[config.mk]
export PLATFORM = sky130hd
export DESIGN_NAME = switch_pulse_ctrl
export DESIGN_NICKNAME = d
export VERILOG_FILES = /design/src/rtl/spc_pkg.sv /design/src/rtl/spc_sync.sv /design/src/rtl/spc_toggle.sv /design/src/rtl/spc_timer.sv /design/src/rtl/switch_pulse_ctrl.sv
export SDC_FILE = /design/constraint.sdc
export NUM_CORES = 1
export LEC_CHECK = 0
export BUFFER_PORTS_ARGS = -buffer_cell sky130_fd_sc_hd__clkbuf_2
export CAP_MARGIN = 5
export CORE_ASPECT_RATIO = 0.6
export CORE_MARGIN = 3
export CORE_UTILIZATION = 47
export CTS_CLUSTER_DIAMETER = 40
export CTS_CLUSTER_SIZE = 14
export DETAILED_ROUTE_END_ITERATION = 12
export PLACE_DENSITY = 0.63
export SYNTH_ARGS = -nofsm -noshare
export SYNTH_HDL_FRONTEND = slang
export SYNTH_SLANG_ARGS = --single-unit
[constraint.sdc]
create_clock -name clk -period 3.3 [get_ports clk]
set_clock_uncertainty 0.15 [all_clocks]
set_input_delay 0.165 -clock clk [delete_from_list [all_inputs] [get_ports clk]]
set_output_delay 0.165 -clock clk [all_outputs]
set_load 0.03 [all_outputs]
[src/rtl/spc_pkg.sv]
package spc_pkg;

    typedef enum logic [2:0] {
        ST_IDLE    = 3'd0,
        ST_ARMED   = 3'd1,
        ST_INHIBIT = 3'd2,
        ST_READY   = 3'd3,
        ST_PULSE   = 3'd4
    } spc_state_e;

endpackage

[src/rtl/spc_sync.sv]
// Two-stage level synchronizer, one chain per bit.
module spc_sync #(
    parameter int WIDTH = 1
) (
    input  logic             clk,
    input  logic             rst_n,
    input  logic [WIDTH-1:0] d_in,
    output logic [WIDTH-1:0] q_out
);

    for (genvar b = 0; b < WIDTH; b++) begin : g_bit
        logic stage1_q;
        logic stage2_q;

        always_ff @(posedge clk or negedge rst_n) begin
            if (!rst_n) begin
                stage1_q <= 1'b0;
                stage2_q <= 1'b0;
            end else begin
                stage1_q <= d_in[b];
                stage2_q <= stage1_q;
            end
        end

        assign q_out[b] = stage2_q;
    end

endmodule

[src/rtl/spc_toggle.sv]
// Flags any change of a synchronized level against its previous-cycle value.
module spc_toggle (
    input  logic clk,
    input  logic rst_n,
    input  logic level,
    output logic changed
);

    logic level_d;

    always_ff @(posedge clk or negedge rst_n) begin
        if (!rst_n) level_d <= 1'b0;
        else        level_d <= level;
    end

    assign changed = level ^ level_d;

endmodule

[src/rtl/spc_timer.sv]
// Loadable down-counter; expired while the count sits at zero.
module spc_timer #(
    parameter int WIDTH = 8
) (
    input  logic             clk,
    input  logic             rst_n,
    input  logic             load,
    input  logic [WIDTH-1:0] load_val,
    output logic             expired
);

    logic [WIDTH-1:0] cnt_q;

    always_ff @(posedge clk or negedge rst_n) begin
        if (!rst_n)             cnt_q <= '0;
        else if (load)          cnt_q <= load_val;
        else if (cnt_q != '0)   cnt_q <= cnt_q - 1'b1;
    end

    assign expired = (cnt_q == '0);

endmodule

[src/rtl/switch_pulse_ctrl.sv]
module switch_pulse_ctrl
    import spc_pkg::*;
#(
    parameter int CLK_HZ     = 1_000_000,
    parameter int PULSE_MS   = 100,
    parameter int INHIBIT_MS = 1
) (
    input  logic clk,
    input  logic rst_n,
    input  logic supply_in,
    input  logic switch_in,
    input  logic module_off_in,
    output logic enable_o,
    output logic button_o,
    output logic module_off_o
);

    localparam int TICKS_PER_MS = CLK_HZ / 1000;
    localparam int PULSE_CYC    = TICKS_PER_MS * PULSE_MS;
    localparam int INHIB_CYC    = TICKS_PER_MS * INHIBIT_MS;
    localparam int LONGEST      = (PULSE_CYC > INHIB_CYC) ? PULSE_CYC : INHIB_CYC;
    localparam int TMR_W        = $clog2(LONGEST + 1) + 1;

    localparam logic [TMR_W-1:0] PULSE_LOAD = TMR_W'(PULSE_CYC - 1);
    localparam logic [TMR_W-1:0] INHIB_LOAD = TMR_W'(INHIB_CYC - 1);

    // synchronized inputs: [0] supply, [1] switch, [2] module off
    logic [2:0] sync_q;
    logic       sup_s;
    logic       sw_s;
    logic       sw_toggle;

    logic             tmr_load;
    logic [TMR_W-1:0] tmr_val;
    logic             tmr_done;

    spc_state_e state_q;
    spc_state_e state_d;

    spc_sync #(.WIDTH(3)) u_sync (
        .clk   (clk),
        .rst_n (rst_n),
        .d_in  ({module_off_in, switch_in, supply_in}),
        .q_out (sync_q)
    );

    assign sup_s        = sync_q[0];
    assign sw_s         = sync_q[1];
    assign module_off_o = sync_q[2];

    spc_toggle u_tog (
        .clk     (clk),
        .rst_n   (rst_n),
        .level   (sw_s),
        .changed (sw_toggle)
    );

    spc_timer #(.WIDTH(TMR_W)) u_tmr (
        .clk      (clk),
        .rst_n    (rst_n),
        .load     (tmr_load),
        .load_val (tmr_val),
        .expired  (tmr_done)
    );

    // state register
    always_ff @(posedge clk or negedge rst_n) begin
        if (!rst_n) state_q <= ST_IDLE;
        else        state_q <= state_d;
    end

    // next state and timer loads
    always_comb begin
        state_d  = state_q;
        tmr_load = 1'b0;
        tmr_val  = '0;
        if (!sup_s) begin
            state_d = ST_IDLE;
        end else begin
            unique case (state_q)
                ST_IDLE: begin
                    if (sw_s) begin
                        state_d  = ST_INHIBIT;
                        tmr_load = 1'b1;
                        tmr_val  = INHIB_LOAD;
                    end else begin
                        state_d  = ST_ARMED;
                    end
                end
                ST_ARMED: begin
                    if (sw_s) begin
                        state_d  = ST_INHIBIT;
                        tmr_load = 1'b1;
                        tmr_val  = INHIB_LOAD;
                    end
                end
                ST_INHIBIT: begin
                    if (tmr_done) state_d = ST_READY;
                end
                ST_READY: begin
                    if (sw_toggle) begin
                        state_d  = ST_PULSE;
                        tmr_load = 1'b1;
                        tmr_val  = PULSE_LOAD;
                    end
                end
                ST_PULSE: begin
                    if (tmr_done) state_d = ST_READY;
                end
                default: state_d = ST_IDLE;
            endcase
        end
    end

    // outputs decoded from the state register
    always_comb begin
        enable_o = 1'b0;
        button_o = 1'b0;
        unique case (state_q)
            ST_INHIBIT, ST_READY: enable_o = 1'b1;
            ST_PULSE: begin
                enable_o = 1'b1;
                button_o = 1'b1;
            end
            default: ;
        endcase
    end

endmodule

==> results of run 1 <==
-- kinds of logic after synthesis --
kind of cell | Yosys count | share of synthesized area, %
AOI/OAI and AO/OA | 34 | 15.1
xor gates and xnor gates | 6 | 3.68
adders and majority gates | 1 | 0.876
buffers and inverters | 12 | 3.24
DFF | 28 | 49.0
muxes | 6 | 4.47
and+or+nand+nor | 56 | 23.6
-- power breakdown --
part | total (mW) | switching, mW | internal (mW)
registers | 0.441 | 0.0514 | 0.389
logic | 0.169 | 0.0920 | 0.0771
clock network | 0.209 | 0.102 | 0.107
-- final cells by class --
type                            instances  area, sq um
Fill cell                             247         1090
Sequential cell                        28          701
Multi-Input combinational cell        103          682
Timing Repair Buffer                   14         97.6
Clock buffer                            4         55.1
Tap cell                               40         50.0
Inverter                                5         18.8
-- layout by cell type (no fill, tap or decap), drive strengths merged --
cell type / Yosys / final
nor4: 2 / 2
nand2b: 9 / 9
a21oi: 5 / 5
nor2b: 1 / 1
xnor2: 3 / 3
a2111oi: 1 / 1
inv: 5 / 5
o21ai: 12 / 12
ha: 1 / 1
dfrtp: 28 / 28
nand4bb: 1 / 1
or4: 8 / 8
nor4bb: 1 / 1
nand2: 11 / 11
o31a: 1 / 1
mux2: 3 / 3
or3: 7 / 7
nor2: 4 / 4
nand3b: 1 / 1
a31oi: 2 / 2
buf: 1 / 3
nand4b: 1 / 1
xor2: 3 / 3
and4b: 1 / 1
and3b: 1 / 1
o211ai: 1 / 1
mux2i: 3 / 3
or2: 1 / 1
nor3: 4 / 4
a211oi: 3 / 3
a21o: 1 / 1
a22oi: 1 / 1
nand3: 3 / 3
dlygate4sd3: 0 / 4
o311ai: 1 / 1
clkbuf: 6 / 11
o31ai: 4 / 4
o2111ai: 1 / 1
a211o: 1 / 1
-- state kept, by name, summed over array words and instances, names as in the netlist --
name,count
u_tog.level_d,1
u_tmr.cnt_q,18
u_sync.g_bit.stage2_q,3
state_q,3
u_sync.g_bit.stage1_q,3
-- metal layers --
layer,GRT usage [%],vias up,routed length [microns]
met5,0,-,0
met1,25.0,546,1470
met4,3.85,0,21
met3,4.07,4,172
met2,24.5,23,1240
li1,-,546,-
-- worst min path at each step --
stage / to / cells past startpoint / slack (ns)
after global placement: u_tog.level_d / 1 / 0.08
final: u_sync.g_bit[0].stage2_q / 0 / 0.20
after CTS: u_sync.g_bit[0].stage2_q / 0 / 0.21
after detailed placement: u_tmr.cnt_q[2] / 1 / 0.10
after global routing: u_sync.g_bit[0].stage2_q / 0 / 0.23
after floorplan: state_q[0] / 0 / -0.28
-- through the flow --
stage / total power [mW] / hold slack [ns] / util [%]
2_1_floorplan: 0.558 / -0.281 / -
3_3_place_gp: 0.604 / 0.0818 / 55.9
3_5_place_dp: 0.608 / 0.101 / 55.9
4_1_cts: 0.823 / 0.206 / 59.5
5_1_grt: 0.868 / 0.229 / 59.5
6_report: 0.819 / 0.204 / 59.5
-- timing repair --
action / in CTS / in global routing
hold buffers: 4 / 0
hold endpoints to repair: 31 / 0
resized for setup: 0 / 0
==> run summary, run 1 <==
synth unique cells: 39
pwr/cell area: 511 nW/um^2
clock root cell: clkbuf_8
delay-heaviest family, CP: simple AND/OR/NAND/NOR gates
Max-Cap Viols: 0
total grt overflow: 0
gate count of the mapped netlist: 143
Seq cells post-synth: 28
crit path kind: reg -> reg
Final setup viols: 0
CP required: 3.32 ns
Main synth FF type: dfrtp_1
synth warn: 0
Die Y-Extent: 48.7 microns
Hold Vio Cnt, Final: 0
remaining antenna violation count: 0
Detail Placement HPWL: 2040 microns
Tcrit/Tclk final: 77.2%
H-tree depth: 1
Synth top cells by count: dfrtp_1, o21ai_0, nand2_1
Routed WL: 2910 microns
worst path arrival time: 2.57 ns
final net count: 161
RSZ-0062 raised after global routing: no
fin area: 1600 sq um
setup ws final: 0.751 ns
first-pass GRT wire length: 5100 microns
clock buffer depth: 2
# clock sinks: 28
Static Leak: 0.685 nW
syn_area_per_cell: 9.99 sq um
max-slew violation count: 0
Post-synth EDFFs: 0
drt via density: 5.77
Max IR drop VDD: 0.189 mV
post-synthesis cell area: 1430 sq um
setup bufs post-CTS: 0
Worst setup endpoint: u_tmr.cnt_q[2]
Routability Congestion: 0.881
initial antenna violation count: 0
Iteration-0 DRC Markers: 79
TritonCTS buffer count: 3
count leader, synth: dfrtp_1
share of cells above drive strength 1: 12.3%
setup_tns: 0 ns
core area: 2700 sq um
pre-CTS setup slack: 0.789 ns
WP depth: 4
worst reg-to-reg setup slack: 0.75 ns
Max-slew headroom: 54.3%
Slew @ Worst Pin: 0.685 ns
CP max-delay cell: or4_1
Clk Latency, worst-skew pair: 0.27 ns
Seq/Total Area, Yosys: 49.0%
Placement Cell Area: 1510 sq um
dpl cells: 186
largest area contributor in the synthesized netlist: dfrtp_1
GRT Overall Usage: 16.8%
1st-pass router iterations: 4
Yosys top cell area share: 49.0%
Mapped Nets: 149
vias in the first global route: 1080
slowest stage delay, CP: 0.66 ns
Buf/Inv on CP: 0
Initial Util: 53.0%
Ports: 8
Period minus WS final: 2.55 ns
chip width: 77.2 microns
vias after detailed routing: 1119
Clock transition at path regs: 0.09 ns
CTS tree: done
per-cell routed wire length: 15.0 microns
Rows: 14
Max Clock Freq: 392 MHz
R2R Path Start: u_tmr.cnt_q[7]
die area: 3760 sq um
Setup crit start kind: flip-flop
Ant. Diodes: 0
largest net degree at the start of global routing: 29
Finished Layout Cells: 194
crit path cell chain: or4_4 -> or4_1 -> o21ai_0 -> mux2_2
top cells by area, synth: dfrtp_1, o21ai_0, nand2b_1
Crit. End Element: flip-flop
# port buffers: 7
reg2reg path depth: 4
FFs w/ async S/R, synth: 100%
status: finished clean
Critical Path Start: u_tmr.cnt_q[7]
r2r endpoint: u_tmr.cnt_q[2]
Hold WC Path Type: reg -> reg
Max FO, Critical Path: 10
hold path startpoint: u_sync.g_bit[0].stage1_q
drc violations: 0
area delta synth->final: 12.3%
No activity file was read; power rests on OpenSTA's default activity.
==> inputs of run 2 (changes only) <==
Settings changed: PLACE_DENSITY 0.63 to 0.65.
Clock period 3.3 ns to 2.2 ns, I/O delays scaled along.
==> run summary, run 2 (same netlist as run 1, synthesis figures left out) <==
Hold Path Depth: 0 (unchanged)
Hold Vio Cnt, Final: 0 (unchanged)
Endpoint, Worst Hold: u_sync.g_bit[1].stage2_q
commonest non-fill, non-tap cell in the layout: buf_4
max-slew violation count: 0 (unchanged)
Slew @ Worst Pin: 0.685 ns (-0.000186 ns)
RSZ-0062 raised after global routing: yes
# clock sinks: 28 (unchanged)
R2R Path Start: u_tmr.cnt_q[6]
delay-heaviest family, CP: simple AND/OR/NAND/NOR gates
final core occ: 70.6% (+11 points)
share of cells above drive strength 1: 32.4% (+20 points)
WP depth: 4 (unchanged)
Buf/Inv on CP: 0 (unchanged)
# fillers: 214 (-13%)
Iteration-0 DRC Markers: 113 (+43%)
setup_tns: -0.545 ns (-0.545 ns)
Reg with most FFs: u_tmr.cnt_q
CP max-delay cell: or4_4
1st-pass router iterations: 4 (unchanged)
CTS tree: done
vias after detailed routing: 1291 (+15%)
most frequent cells in the layout: buf_4, dfrtp_1, nand2_1
chip width: 77.2 microns (unchanged)
Max FO, Critical Path: 8 (-2)
die area: 3760 sq um (unchanged)
Ports: 8 (unchanged)
per-cell routed wire length: 15.3 microns (+1.9%)
Placement Cell Area: 1730 sq um (+15%)
Period minus WS final: 2.30 ns (-0.246 ns)
CP required: 2.26 ns (-1.06 ns)
pre-CTS setup slack: -0.164 ns (-0.953 ns)
Final setup viols: 15 (+15)
remaining antenna violation count: 0 (unchanged)
worst path arrival time: 2.36 ns (-0.21 ns)
reg2reg path depth: 4 (unchanged)
crit path kind: reg -> reg
pwr/cell area: 779 nW/um^2 (+53%)
setup ws final: -0.103 ns (-0.854 ns)
Initial Util: 53.0% (unchanged)
Clock transition at path regs: 0.10 ns (about the same)
Max IR drop VDD: 0.454 mV (+140%)
vias in the first global route: 1192 (+10%)
initial antenna violation count: 0 (unchanged)
violated checks: setup timing
clock buffer depth: 2 (unchanged)
Routed WL: 3390 microns (+17%)
drt via density: 5.82 (+0.82%)
H-tree depth: 1 (unchanged)
Critical Path Start: u_tmr.cnt_q[6]
TritonCTS buffer count: 3 (unchanged)
Setup crit start kind: flip-flop
first-pass GRT wire length: 5750 microns (+13%)
Ant. Diodes: 0 (unchanged)
crit path cell chain: or4_4 -> or4_4 -> or4_1 -> a21oi_1
r2r endpoint: u_tmr.cnt_q[12]
Max-slew headroom: 54.3% (about the same)
Static Leak: 0.839 nW (+23%)
max reg flops: 18 (unchanged)
Rows: 14 (unchanged)
core area: 2700 sq um (unchanged)
total grt overflow: 0 (unchanged)
status: finished, violations left
Max Clock Freq: 434 MHz (+11%)
Crit. End Element: flip-flop
total power: 1.48 mW (+81%)
GRT Overall Usage: 19.3% (+2.6 points)
largest net degree at the start of global routing: 29 (unchanged)
worst reg-to-reg setup slack: -0.10 ns (-0.85 ns)
Clk Latency, worst-skew pair: 0.28 ns (about the same)
# port buffers: 7 (unchanged)
Die Y-Extent: 48.7 microns (unchanged)
Tcrit/Tclk final: 105% (+27 points)
clock root cell: clkbuf_8
area delta synth->final: 33.3%
fin area: 1900 sq um (+19%)
Routability Congestion: 0.896 (+1.8%)
Detail Placement HPWL: 2430 microns (+19%)
hold path startpoint: u_sync.g_bit[1].stage1_q
slowest stage delay, CP: 0.53 ns (-0.13 ns)
Hold WC Path Type: reg -> reg
most frequent CP cell: or4_4
drc violations: 0 (unchanged)
Max-Cap Viols: 0 (unchanged)
final net count: 189 (+17%)
run 2: cell count changes in the layout (fill, tap and decap cells not counted), sizes merged:
cell    previous run  this run
bufinv             0         1
buf                3        31
clkbuf            11        10
run 2: power breakdown:
group          internal (mW)  switching (mW)
clock                  0.244           0.165
combinational          0.230           0.196
sequential             0.584          0.0643
total                   1.06           0.425
run 2: timing repair:
| action | 4_1_cts | 5_1_grt |
|---|---|---|
| gates resized for setup | 8 | 9 |
| hold endpoints to repair | 31 | 0 |
| setup endpoints to repair | 13 | 18 |
| hold buffers | 4 | 0 |
| cloned | 0 | 0 |
| pin swaps | 0 | 1 |
| setup buffers | 0 | 0 |
run 2: worst max-delay path by stage:
stage | slack (ns) | to
2_1_floorplan | -0.12 | u_tmr.cnt_q[12]
3_3_place_gp | -0.16 | u_tmr.cnt_q[4]
3_5_place_dp | -0.16 | u_tmr.cnt_q[4]
4_1_cts | -0.1 | u_tmr.cnt_q[12]
5_1_grt | -0.12 | u_tmr.cnt_q[10]
6_report | -0.10 | u_tmr.cnt_q[12]
run 2: worst register-to-register path, delay by kind of cell, from the launching register on:
kind             cells  cell delay, ns
AND/OR/NAND/NOR      3            1.51
AO/OA/AOI/OAI        1            0.15
flip-flops           1            0.42
run 2: layout make-up:
| cell class | count | area (sq um) | area share (%) |
|---|---|---|---|
| Inverter | 5 | 18.8 | 0.986 |
| Sequential cell | 28 | 701 | 36.8 |
| Clock inverter | 1 | 30.0 | 1.58 |
| Timing Repair Buffer | 42 | 315 | 16.6 |
| Multi-Input combinational cell | 103 | 748 | 39.3 |
| Tap cell | 40 | 50.0 | 2.63 |
| Clock buffer | 3 | 41.3 | 2.17 |
run 2: metrics by stage:
| stage | cells | hold slack [ns] |
|---|---|---|
| global route | 222 | 0.229 |
| finish | 222 | 0.208 |
| global placement | 214 | 0.0287 |
| detailed placement | 214 | 0.0347 |
| CTS | 222 | 0.214 |
| floorplan | 143 | -0.336 |
run 2: routing by layer:
layer | vias up | track usage, % | share of wire, %
li1 | 610 | - | -
met3 | 2 | 3.89 | 6.6
met4 | 0 | 3.55 | 0.65
met2 | 37 | 29.7 | 45
met5 | - | 0 | 0
met1 | 642 | 28.5 | 47
